<file path="src/rtl/cal_prescaler_pkg.sv">
package cal_prescaler_pkg;

  // How the current cycle's enable is treated
  typedef enum logic [1:0] {
    PULSE_IDLE    = 2'd0,
    PULSE_COUNT   = 2'd1,
    PULSE_SWALLOW = 2'd2
  } pulse_kind_e;

  // True when the lowest nbits of v are all ones
  function automatic logic low_bits_set(input logic [31:0] v, input int unsigned nbits);
    logic [31:0] mask;
    mask = (32'd1 << nbits) - 32'd1;
    return (v & mask) == mask;
  endfunction

endpackage

</file>
<file path="src/rtl/cps_swallow_ctl.sv">
module cps_swallow_ctl
  import cal_prescaler_pkg::*;
#(
  parameter int CAL_W    = 6,
  parameter int GAP_BITS = 12
) (
  input  logic              clk_i,
  input  logic              rst_ni,
  input  logic              pulse_en_i,
  input  logic [CAL_W-1:0]  cal_n_i,
  input  logic              wrap_i,
  output pulse_kind_e       kind_o,
  output logic [CAL_W-1:0]  n_lat_o,
  output logic [CAL_W-1:0]  sw_cnt_o
);

  localparam logic [CAL_W-1:0]    SW_ONE  = CAL_W'(1);
  localparam logic [GAP_BITS-1:0] GAP_ONE = GAP_BITS'(1);

  logic [GAP_BITS-1:0] gap_q;
  logic [CAL_W-1:0]    sw_q;
  logic [CAL_W-1:0]    n_q;
  logic                pending;
  logic                gap_full;

  // sw_q never exceeds n_q, so inequality means removals remain
  assign pending  = (sw_q != n_q);
  assign gap_full = &gap_q;

  always_comb begin
    if (!pulse_en_i)             kind_o = PULSE_IDLE;
    else if (pending && gap_full) kind_o = PULSE_SWALLOW;   // spacing
    else                          kind_o = PULSE_COUNT;
  end

  always_ff @(posedge clk_i) begin
    if (!rst_ni) begin
      gap_q <= '0;
      sw_q  <= '0;
      n_q   <= cal_n_i;                 // sample under reset
    end else if (wrap_i) begin
      gap_q <= '0;
      sw_q  <= '0;
      n_q   <= cal_n_i;                 // sample at the boundary
    end else if (kind_o == PULSE_SWALLOW) begin
      gap_q <= '0;
      sw_q  <= sw_q + SW_ONE;
    end else if (kind_o == PULSE_COUNT && pending) begin
      gap_q <= gap_q + GAP_ONE;
    end
  end

  assign n_lat_o  = n_q;
  assign sw_cnt_o = sw_q;

endmodule

</file>
<file path="src/rtl/cps_divider.sv">
module cps_divider
  import cal_prescaler_pkg::*;
#(
  parameter int DIV_BITS = 18,
  parameter int TAP_W    = 4
) (
  input  logic              clk_i,
  input  logic              rst_ni,
  input  logic              count_i,
  output logic              wrap_o,
  output logic              tick_o,
  output logic [TAP_W-1:0]  phase_o,
  output logic [TAP_W-1:0]  tap_stb_o
);

  localparam logic [DIV_BITS-1:0] DIV_ONE = DIV_BITS'(1);

  logic [DIV_BITS-1:0] div_q;
  logic [TAP_W-1:0]    stb_next;
  logic [TAP_W-1:0]    stb_q;
  logic                tick_q;

  assign wrap_o = count_i && (&div_q);

  // Strobe j fires when the low DIV_BITS-1-j bits roll over
  for (genvar j = 0; j < TAP_W; j++) begin : g_tap
    assign stb_next[j] = count_i && low_bits_set(32'(div_q), DIV_BITS - 1 - j);
  end

  always_ff @(posedge clk_i) begin
    if (!rst_ni) begin
      div_q  <= '0;
      tick_q <= 1'b0;
      stb_q  <= '0;
    end else begin
      if (count_i) div_q <= div_q + DIV_ONE;
      tick_q <= wrap_o;
      stb_q  <= stb_next;
    end
  end

  assign tick_o    = tick_q;
  assign tap_stb_o = stb_q;
  assign phase_o   = div_q[DIV_BITS-1 -: TAP_W];

endmodule

</file>
<file path="src/rtl/cal_prescaler.sv">
module cal_prescaler
  import cal_prescaler_pkg::*;
#(
  parameter int DIV_BITS = 18,
  parameter int CAL_W    = 6,
  parameter int TAP_W    = 4
) (
  input  logic              clk_i,
  input  logic              rst_ni,
  input  logic              pulse_en_i,
  input  logic [CAL_W-1:0]  cal_n_i,
  output logic              tick_1hz_o,
  output logic [TAP_W-1:0]  phase_o,
  output logic [TAP_W-1:0]  tap_stb_o
);

  // Spacing of withheld enables: all removals end before the second does
  localparam int GAP_BITS = DIV_BITS - CAL_W;

  pulse_kind_e      kind;
  logic [CAL_W-1:0] n_lat;
  logic [CAL_W-1:0] sw_cnt;
  logic             wrap;
  logic             count_en;

  assign count_en = (kind == PULSE_COUNT);

  cps_swallow_ctl #(
    .CAL_W    (CAL_W),
    .GAP_BITS (GAP_BITS)
  ) u_swallow (
    .clk_i      (clk_i),
    .rst_ni     (rst_ni),
    .pulse_en_i (pulse_en_i),
    .cal_n_i    (cal_n_i),
    .wrap_i     (wrap),
    .kind_o     (kind),
    .n_lat_o    (n_lat),
    .sw_cnt_o   (sw_cnt)
  );

  cps_divider #(
    .DIV_BITS (DIV_BITS),
    .TAP_W    (TAP_W)
  ) u_div (
    .clk_i     (clk_i),
    .rst_ni    (rst_ni),
    .count_i   (count_en),
    .wrap_o    (wrap),
    .tick_o    (tick_1hz_o),
    .phase_o   (phase_o),
    .tap_stb_o (tap_stb_o)
  );

endmodule

</file>
<file path="config.mk">
export PLATFORM = sky130hd
export DESIGN_NAME = cal_prescaler
export DESIGN_NICKNAME = d
export VERILOG_FILES = /design/src/rtl/cal_prescaler_pkg.sv /design/src/rtl/cps_swallow_ctl.sv /design/src/rtl/cps_divider.sv /design/src/rtl/cal_prescaler.sv
export SDC_FILE = /design/constraint.sdc
export NUM_CORES = 1
export LEC_CHECK = 0
export ABC_AREA = 1
export CAP_MARGIN = 20
export CELL_PAD_IN_SITES_DETAIL_PLACEMENT = 0
export CELL_PAD_IN_SITES_GLOBAL_PLACEMENT = 1
export CORE_MARGIN = 3
export CORE_UTILIZATION = 45
export DETAILED_ROUTE_END_ITERATION = 8
export DONT_BUFFER_PORTS = 1
export PLACE_DENSITY_LB_ADDON = 0.1
export SYNTH_ARGS = -nofsm -noshare
export SYNTH_HDL_FRONTEND = slang
export SYNTH_SLANG_ARGS = --single-unit
</file>
<file path="constraint.sdc">
create_clock -name clk_i -period 2.75 [get_ports clk_i]
set_clock_uncertainty 0.1 [all_clocks]
set_input_delay 0.55 -clock clk_i [delete_from_list [all_inputs] [get_ports clk_i]]
set_output_delay 0.55 -clock clk_i [all_outputs]
set_load 0.01 [all_outputs]
</file>
==> reports/results.txt, run 1 <==
Hold Vio Cnt, Final: 0
post-route ant nets: 0
initial drt markers: 100
Worst setup EP type: flop
Root Driver: clkbuf_8
Final Max Tran Viols: 0
final cycle utilization of the critical path: 85.1%
EDFF count, synth: 6
H-tree levels: 2
hold-fix buffers at CTS: 0
Comb power frac: 4.4%
CP Launch Type: flop
Setup CP Type: flop to flop
Clock Pin Slew Worst Setup and Hold Paths: 0.09 ns
drt wl/cell: 12.5 µm
Max FO, Critical Path: 14
Layout fillers: 598
first-pass GRT wire length: 10.4 mm
Synth cell types: 28
deepest clock path buffer count: 2
synth warn: 0
area grow syn2layout: 4.01%
antenna violations before repair: 0
die area: 7070 µm²
top_reg_cell synth: dfxtp_1
Ant. Diodes: 0
dpl ws: 0.391 ns
final core occ: 50.0%
ranking of synthesized cells by area: dfxtp_1 30%, nand2_1 18%, nor2_1 7.7%
synth cell count leaders: 135 x nand2_1, 56 x nor2_1, 41 x dfxtp_1
Hold Crit Class: input port to flop
gr usage total: 17.7%
sequential share of the synthesized area: 36.5%
Syn Area/Cell: 6.67 µm²
cells after synthesis: 411
Layout Nets: 416
post-DR vias/cell: 5.04
post-CTS setup buffer count: 0
Clock Power Share: 41.1%
Die X: 84.1 µm
Die H: 84.1 µm
WP data required: 2.61 ns
drt total wl: 5.94 mm
worst skew pair latency: 0.30 ns
CTS buffer count: 5
clock sinks: 47
FMAX: 0.427 GHz
largest net degree at the start of global routing: 34
grt total ovfl: 0
worst-margin pin slew: 0.521 ns
vias in the first global route: 2306
cts repair resizes: 0
setup ws final: 0.410 ns
maximum VDD drop: 0.229 mV
Net Switching: 0.000304 W
Internal Dissipation: 0.00103 W
count leader, synth: nand2_1
Vias: 2398
post-DP HPWL: 4.14 mm
# IOs: 18
Synthesized Nets: 424
outcome: finished, final reports clean
Core ar.: 5710 µm²
Final Setup Violations: 0
max cap viols: 0
#FFs+latches synth: 47
post-synth top area cell: dfxtp_1
Routability Congestion: 0.829
initial core utilization: 48.0%
DR pass1 iterations: 4
Post-route DRC: 0
Tmin final: 2.34 ns
Cell Area, Synth: 2740 µm²
Min Hold Slack: 0.235 ns
Critical Path AT: 2.20 ns
CTS tree: yes
P per Cell Area: 467 nW/µm²
Port Buffers: 0
Sequential Power Share: 54.4%
FP Rows: 27
max-slew headroom at the worst pin: 65.2%
RSZ-0062 raised after global routing: no
Sum Neg Setup Slack: 0 ns
layout cells sized above 1: 6.68%
Synth top area share: 29.9%
Sw Ratio: 22.8%
Leakage: 1.17 nW
ys async rst share: 0%
[cells in the final DEF (no fill, tap or decap), types with 2 or more instances in the layout]
master	netlist	final
nand3b_1	6	6
o21ai_1	2	2
a21oi_1	15	15
nand2_1	135	135
dfxtp_1	41	41
edfxtp_1	6	6
xnor2_1	5	5
nand4_1	26	26
xor2_1	11	11
inv_1	40	40
nand2_2	2	2
inv_2	7	7
nor2_1	56	56
nand2_4	2	2
nand3_2	3	3
nor2_2	2	2
ha_1	4	4
clkbuf_8	0	6
o21ai_0	5	5
nand3_1	24	24
[metal layers]
layer	share of wire [%]	track usage [%]	up-vias
met1	47	21.8	1073
met4	2.1	5.56	0
met5	0	0	-
met2	48	30.4	29
met3	2.7	3.85	11
li1	-	-	1285
[cell families after synthesis]
kind of cell,Yosys count,synth area share (%)
compound gates,23,4.33
fa+ha+maj,4,1.82
flops,47,36.5
simple gates,258,41.8
buf+inv,63,10.4
xor+xnor,16,5.11
[power groups by stage]
| stage | combinational [W] | sequential, W | clock [W] |
|---|---|---|---|
| 2_1_floorplan | 0.0000613 | 0.000737 | 0 |
| 3_3_place_gp | 0.0000590 | 0.000741 | 0 |
| 3_5_place_dp | 0.0000597 | 0.000742 | 0 |
| 4_1_cts | 0.0000600 | 0.000726 | 0.000559 |
| 5_1_grt | 0.0000709 | 0.000728 | 0.000591 |
| 6_report | 0.0000590 | 0.000725 | 0.000548 |
[area by class of cell]
class	instances	area [µm²]	area share (%)
Multi-Input combinational cell	301	1460	51.1
Sequential cell	47	1000	35.1
Inverter	47	176	6.18
Tap cell	72	90.1	3.16
Clock buffer	6	82.6	2.89
Clock inverter	2	38.8	1.36
Timing Repair Buffer	1	7.51	0.263
[sequential cells by signal, summed over array words and instances, names as in the netlist]
register and flops:
u_div.div_q 18, u_swallow.gap_q 12, u_swallow.n_lat_o 6, u_swallow.sw_cnt_o 6, u_div.tap_stb_o 4, u_div.tick_o 1
[stage by stage]
stage | instances | area [µm²] | total power (W)
CTS | 476 | 2850 | 0.00134
global placement | 468 | 2730 | 0.000800
global route | 476 | 2850 | 0.00139
finish | 476 | 2850 | 0.00133
detailed placement | 468 | 2730 | 0.000801
floorplan | 411 | 2740 | 0.000798
[final timing paths]
kind,startpoint,to,slack [ns],cells after the start
max,u_swallow.gap_q[0]$_SDFFE_PP0P_,u_swallow.n_lat_o[4]$_DFFE_PP_,0.41,8
min,cal_n_i[0],u_swallow.n_lat_o[0]$_DFFE_PP_,0.23,0
max reg2reg,u_swallow.gap_q[0]$_SDFFE_PP0P_,u_swallow.n_lat_o[4]$_DFFE_PP_,0.41,8
min reg2reg,u_div.div_q[12]$_SDFFE_PN0P_,u_div.div_q[12]$_SDFFE_PN0P_,0.41,2
[critical path, stage by stage, from the launching register on]
cell and delay (ns):
dfxtp_1 0.45, ha_1 0.31, nand2_1 0.09, nor2_2 0.13
nand2_2 0.12, nor2_8 0.19, nand2_4 0.16, nand3_2 0.14
nand2_1 0.29
No activity file was read; power rests on OpenSTA's default activity.
==> inputs of run 2 (changes only) <==
- PLACE_DENSITY: not set -> 0.76
- PLACE_DENSITY_LB_ADDON: 0.1 -> not set
==> reports/results.txt, run 2 (synthesis gave the netlist of run 1 again) <==
# IOs: 18 (unchanged)
H-tree levels: 2 (unchanged)
Clock Pin Slew Worst Setup and Hold Paths: 0.10 ns (about the same)
post-route ant nets: 0 (unchanged)
RSZ-0062 raised after global routing: no
hold depth: 0 (unchanged)
Root Driver: clkbuf_8
Worst setup EP type: flop
GRT met2 Usage: 31.6% (+1.1 points)
CP Launch Type: flop
Sum Neg Setup Slack: 0 ns (unchanged)
DR pass1 iterations: 4 (unchanged)
Final Max Tran Viols: 0 (unchanged)
antenna violations before repair: 0 (unchanged)
Leakage: 1.17 nW (-0.42%)
Core ar.: 5710 µm² (unchanged)
clock sinks: 47 (unchanged)
CTS tree: yes
max cap viols: 0 (unchanged)
final cycle utilization of the critical path: 86.1% (+1.0 points)
gr usage total: 17.4% (-0.26 points)
maximum VDD drop: 0.208 mV (-9.1%)
most frequent cells in the layout: 135 x nand2_1, 56 x nor2_1, 41 x dfxtp_1
Top cell by count, worst path: nand2_1
slowest CP cell: dfxtp_1
Vias: 2375 (-0.96%)
hold-fix buffers at CTS: 0 (unchanged)
top flop regs: u_div.div_q x18, u_swallow.gap_q x12
Layout Nets: 416 (unchanged)
FP Rows: 27 (unchanged)
Final Setup Violations: 0 (unchanged)
r2r worst-path depth: 8 (unchanged)
Ant. Diodes: 0 (unchanged)
GRT met3 Usage: 3.16% (-0.69 points)
CP cell instances: ha_1 > nand2_1 > nor2_2 > nand2_2 > nor2_8 > nand2_4 > nand3_2 > nand2_1
Hold Crit Class: input port to flop
post-DP HPWL: 4.10 mm (-0.88%)
post-CTS setup buffer count: 0 (unchanged)
WP data required: 2.61 ns (about the same)
layout cells sized above 1: 6.68% (unchanged)
CP max stage delay: 0.46 ns (about the same)
post-DR vias/cell: 4.99 (-0.96%)
Min Hold Slack: 0.237 ns (+0.00246 ns)
initial core utilization: 48.0% (unchanged)
P per Cell Area: 450 nW/µm² (-3.7%)
area grow syn2layout: 3.65%
Routability Congestion: 0.802 (-3.2%)
Top reg by flops: u_div.div_q
drt wl/cell: 12.2 µm (-1.8%)
vias in the first global route: 2284 (-0.95%)
worst skew pair latency: 0.30 ns (about the same)
die area: 7070 µm² (unchanged)
commonest non-fill, non-tap cell in the layout: nand2_1
grt total ovfl: 0 (unchanged)
Die X: 84.1 µm (unchanged)
CTS buffer count: 5 (unchanged)
Tmin final: 2.37 ns (+0.0278 ns)
Max FO, Critical Path: 14 (unchanged)
max-slew headroom at the worst pin: 64.3% (-0.91 points)
GR Util met1: 21.0% (-0.72 points)
Top Usage Layer GRT: met2
FMAX: 0.422 GHz (-1.2%)
drt total wl: 5.83 mm (-1.8%)
Post-route DRC: 0 (unchanged)
first-pass GRT wire length: 10.2 mm (-1.5%)
Critical Path AT: 2.23 ns (+0.03 ns)
outcome: finished, final reports clean
cts repair resizes: 0 (unchanged)
initial drt markers: 104 (+4.0%)
deepest clock path buffer count: 2 (unchanged)
worst-margin pin slew: 0.535 ns (+0.0137 ns)
setup ws final: 0.382 ns (-0.0278 ns)
Hold Vio Cnt, Final: 0 (unchanged)
largest net degree at the start of global routing: 34 (unchanged)
number of flip-flops in the largest register: 18 (unchanged)
Die H: 84.1 µm (unchanged)
Port Buffers: 0 (unchanged)
dpl ws: 0.380 ns (-0.0115 ns)
Setup CP Type: flop to flop
==> run 2: cell count changes in the layout (fill, tap and decap cells not counted), sizes merged <==
cell,before,now
bufinv,1,0
clkinv,0,1
==> run 2: report_power, final <==
part           internal [W]  leakage (nW)  total [W]  switching, W
clock network      0.000239        0.0569   0.000495      0.000256
registers          0.000710         0.390   0.000726     0.0000153
logic             0.0000190         0.721  0.0000582     0.0000392
total              0.000969          1.17    0.00128      0.000310
==> run 2: per-stage QoR <==
step / utilization, % / std cells / total power [W] / instance area (µm²)
floorplan: - / 411 / 0.000798 / 2740
finish: 49.8 / 476 / 0.00128 / 2840
global route: 49.8 / 476 / 0.00134 / 2840
global placement: 47.8 / 468 / 0.000800 / 2730
detailed placement: 47.8 / 468 / 0.000802 / 2730
CTS: 49.8 / 476 / 0.00130 / 2840
==> run 2: final timing paths <==
kind,startpoint,endpoint,slack [ns]
min,cal_n_i[4],u_swallow.n_lat_o[4]$_DFFE_PP_,0.24
max,u_swallow.gap_q[0]$_SDFFE_PP0P_,u_swallow.n_lat_o[1]$_DFFE_PP_,0.38
max reg2reg,u_swallow.gap_q[0]$_SDFFE_PP0P_,u_swallow.n_lat_o[1]$_DFFE_PP_,0.38
min reg2reg,u_div.div_q[12]$_SDFFE_PN0P_,u_div.div_q[12]$_SDFFE_PN0P_,0.41
==> run 2: final cells by class <==
| cell class | count | area, µm² |
|---|---|---|
| Inverter | 47 | 176 |
| Fill cell | 617 | 2870 |
| Timing Repair Buffer | 1 | 7.51 |
| Clock inverter | 2 | 17.5 |
| Sequential cell | 47 | 1000 |
| Multi-Input combinational cell | 301 | 1460 |
| Tap cell | 72 | 90.1 |
| Clock buffer | 6 | 93.8 |
==> run 2: worst max-delay path, delay by kind of cell (launching register included) <==
kind	cells	cell delay (ns)
and+or+nand+nor	7	1.13
adders and majority gates	1	0.32
DFF	1	0.46
==> run 2: routing by layer <==
metal / wire length (µm) / up-vias
li1: - / 1282
met1: 2760 / 1070
met2: 2870 / 16
met3: 119 / 7
met4: 76 / 0
met5: 0 / -
==> inputs of run 3 (changes only) <==
- ABC_AREA: 1 -> not set
- CORE_UTILIZATION: 45 -> 48
- SKIP_CTS_REPAIR_TIMING: not set -> 1
==> reports/results.txt, run 3 <==
Max FO, Critical Path: 5 (-9)
vias in the first global route: 1631 (-29%)
synth cell count leaders: 41 x dfxtp_1, 25 x nand2_1, 20 x a21oi_1
count leader, synth: dfxtp_1
initial core utilization: 50.3% (+2.2 points)
Core ar.: 4380 µm² (-23%)
reg2reg setup slack: 0.46 ns (+0.08 ns)
max-slew headroom at the worst pin: 63.3% (-1.0 points)
largest net degree at the start of global routing: 16 (-53%)
sequential share of the synthesized area: 45.4% (+8.9 points)
drt wl/cell: 14.4 µm (+17%)
# IOs: 18 (unchanged)
worst skew pair latency: 0.30 ns (about the same)
max cap viols: 0 (unchanged)
r2r worst-path depth: 6 (-2)
slowest CP cell: or4_4
EDFF count, synth: 6 (unchanged)
number of flip-flops in the largest register: 18 (unchanged)
Worst setup EP type: flop
synth warn: 0 (unchanged)
deepest clock path buffer count: 2 (unchanged)
Layout Nets: 256 (-38%)
first-pass GRT wire length: 7.26 mm (-29%)
gr usage total: 17.0% (-0.37 points)
grt total ovfl: 0 (unchanged)
CP max stage delay: 0.55 ns (+0.09 ns)
P per Cell Area: 536 nW/µm² (+19%)
Root Driver: clkbuf_8
clock sinks: 47 (unchanged)
fin cells: 296 (-38%)
Synth top area share: 37.2% (+7.3 points)
top flop regs: u_div.div_q x18, u_swallow.gap_q x12
Leakage: 0.799 nW (-32%)
ys async rst share: 0% (unchanged)
Cell Area, Synth: 2200 µm² (-20%)
dpl ws: 0.494 ns (+0.115 ns)
Hold Path End: u_swallow.n_lat_o[4]$_DFFE_PP_
Hold Crit Class: input port to flop
most frequent cells in the layout: 41 x dfxtp_1, 25 x nand2_1, 20 x a21oi_1
layout cells sized above 1: 7.38% (+0.69 points)
maximum VDD drop: 0.313 mV (+50%)
reg-to-reg critical path endpoint: u_swallow.sw_cnt_o[3]$_SDFFE_PP0N_
Setup CP Type: flop to flop
Vias: 1754 (-26%)
CTS buffer count: 5 (unchanged)
RSZ-0062 raised after global routing: no
initial drt markers: 118 (+13%)
DR pass1 iterations: 4 (unchanged)
Port Buffers: 0 (unchanged)
DP Cell Count: 288 (-38%)
worst setup path start: u_swallow.gap_q[0]$_SDFFE_PP0P_
FMAX: 0.437 GHz (+3.4%)
post-route ant nets: 0 (unchanged)
post-synth top area cell: dfxtp_1
Tmin final: 2.29 ns (-0.0784 ns)
Final Setup Violations: 0 (unchanged)
commonest non-fill, non-tap cell in the layout: dfxtp_1
#FFs+latches synth: 47 (unchanged)
outcome: finished, final reports clean
drt total wl: 4.26 mm (-27%)
CP Launch Type: flop
R2R Path Start: u_swallow.gap_q[0]$_SDFFE_PP0P_
antenna violations before repair: 0 (unchanged)
Clock Pin Slew Worst Setup and Hold Paths: 0.09 ns (about the same)
top_reg_cell synth: dfxtp_1
final cycle utilization of the critical path: 83.3% (-2.9 points)
die area: 5440 µm² (-23%)
CP cell instances: ha_1 > inv_1 > or4_4 > a211o_1 > or3_1 > a21oi_1
post-DR vias/cell: 5.93 (+19%)
Hold Vio Cnt, Final: 0 (unchanged)
Die H: 73.8 µm (-12%)
cells after synthesis: 242 (-41%)
Sum Neg Setup Slack: 0 ns (unchanged)
Die X: 73.8 µm (-12%)
Ant. Diodes: 0 (unchanged)
hold depth: 0 (unchanged)
area grow syn2layout: 6.92%
setup ws final: 0.460 ns (+0.0784 ns)
FP Rows: 24 (-11%)
worst-margin pin slew: 0.537 ns (+0.00192 ns)
Syn Area/Cell: 9.11 µm² (+37%)
post-DP HPWL: 3.06 mm (-25%)
Routability Congestion: 0.778 (-3.0%)
Final Max Tran Viols: 0 (unchanged)
Synth cell types: 43 (+54%)
Synthesized Nets: 255 (-40%)
Top reg by flops: u_div.div_q
WP data required: 2.88 ns (+0.27 ns)
Critical Path AT: 2.42 ns (+0.19 ns)
H-tree levels: 2 (unchanged)
CTS tree: yes
Post-route DRC: 0 (unchanged)
min-delay src: cal_n_i[4]
ranking of synthesized cells by area: dfxtp_1 37%, edfxtp_1 8.2%, xnor2_1 4.8%
[run 3: critical path, delay by kind of cell (launching register included)]
family	cells	cell delay, ns
AOI/OAI and AO/OA	2	0.46
adders and majority gates	1	0.27
and+or+nand+nor	2	0.92
DFF	1	0.39
buffers and inverters	1	0.08
[run 3: kinds of logic (layout without fill, tap and decap cells)]
logic type                 after synthesis  after routing  synth area share (%)
AOI/OAI and AO/OA                       54             54                  15.7
xor gates and xnor gates                16             16                  6.36
and+or+nand+nor                         97             97                  23.6
DFF                                     47             47                  45.4
adders and majority gates                4              4                  2.27
muxes                                    6              6                  2.72
buffers and inverters                   18             20                  3.97
[run 3: per-stage QoR]
stage	total power (W)	hold slack (ns)	util, %	area (µm²)
2_1_floorplan	0.000778	0.348	-	2200
3_3_place_gp	0.000789	0.356	51.3	2250
3_5_place_dp	0.000792	0.370	51.3	2250
4_1_cts	0.00128	0.237	53.8	2360
5_1_grt	0.00132	0.233	53.8	2360
6_report	0.00126	0.249	53.8	2360
[run 3: worst max-delay path by stage]
stage,depth (start not counted),end
after CTS,6,u_swallow.sw_cnt_o[3]$_SDFFE_PP0N_
after floorplan,5,u_swallow.n_lat_o[0]$_DFFE_PP_
after global placement,6,u_swallow.sw_cnt_o[3]$_SDFFE_PP0N_
after global routing,6,u_div.div_q[15]$_SDFFE_PN0P_
final,6,u_swallow.sw_cnt_o[3]$_SDFFE_PP0N_
after detailed placement,6,u_swallow.sw_cnt_o[3]$_SDFFE_PP0N_
[run 3: cell type report]
class | instances | area (µm²)
multi-input combinational | 177 | 1120
sequential | 47 | 1000
tap | 52 | 65.1
clock buffer | 5 | 68.8
inverter | 6 | 22.5
clock inverter | 3 | 38.8
timing repair buffer | 6 | 45.0
fill | 405 | 2030
[run 3: metal layers]
layer	share of wire, %	GRT usage (%)
met5	0	0
met4	1.1	5.03
met3	3.6	4.79
met2	45	26.5
met1	50	22.9
[run 3: report_power, final]
group | leakage, nW | switching [W] | internal (W) | total, W
logic | 0.354 | 0.0000361 | 0.0000221 | 0.0000582
registers | 0.390 | 0.00000956 | 0.000708 | 0.000718
clock network | 0.0556 | 0.000221 | 0.000266 | 0.000488
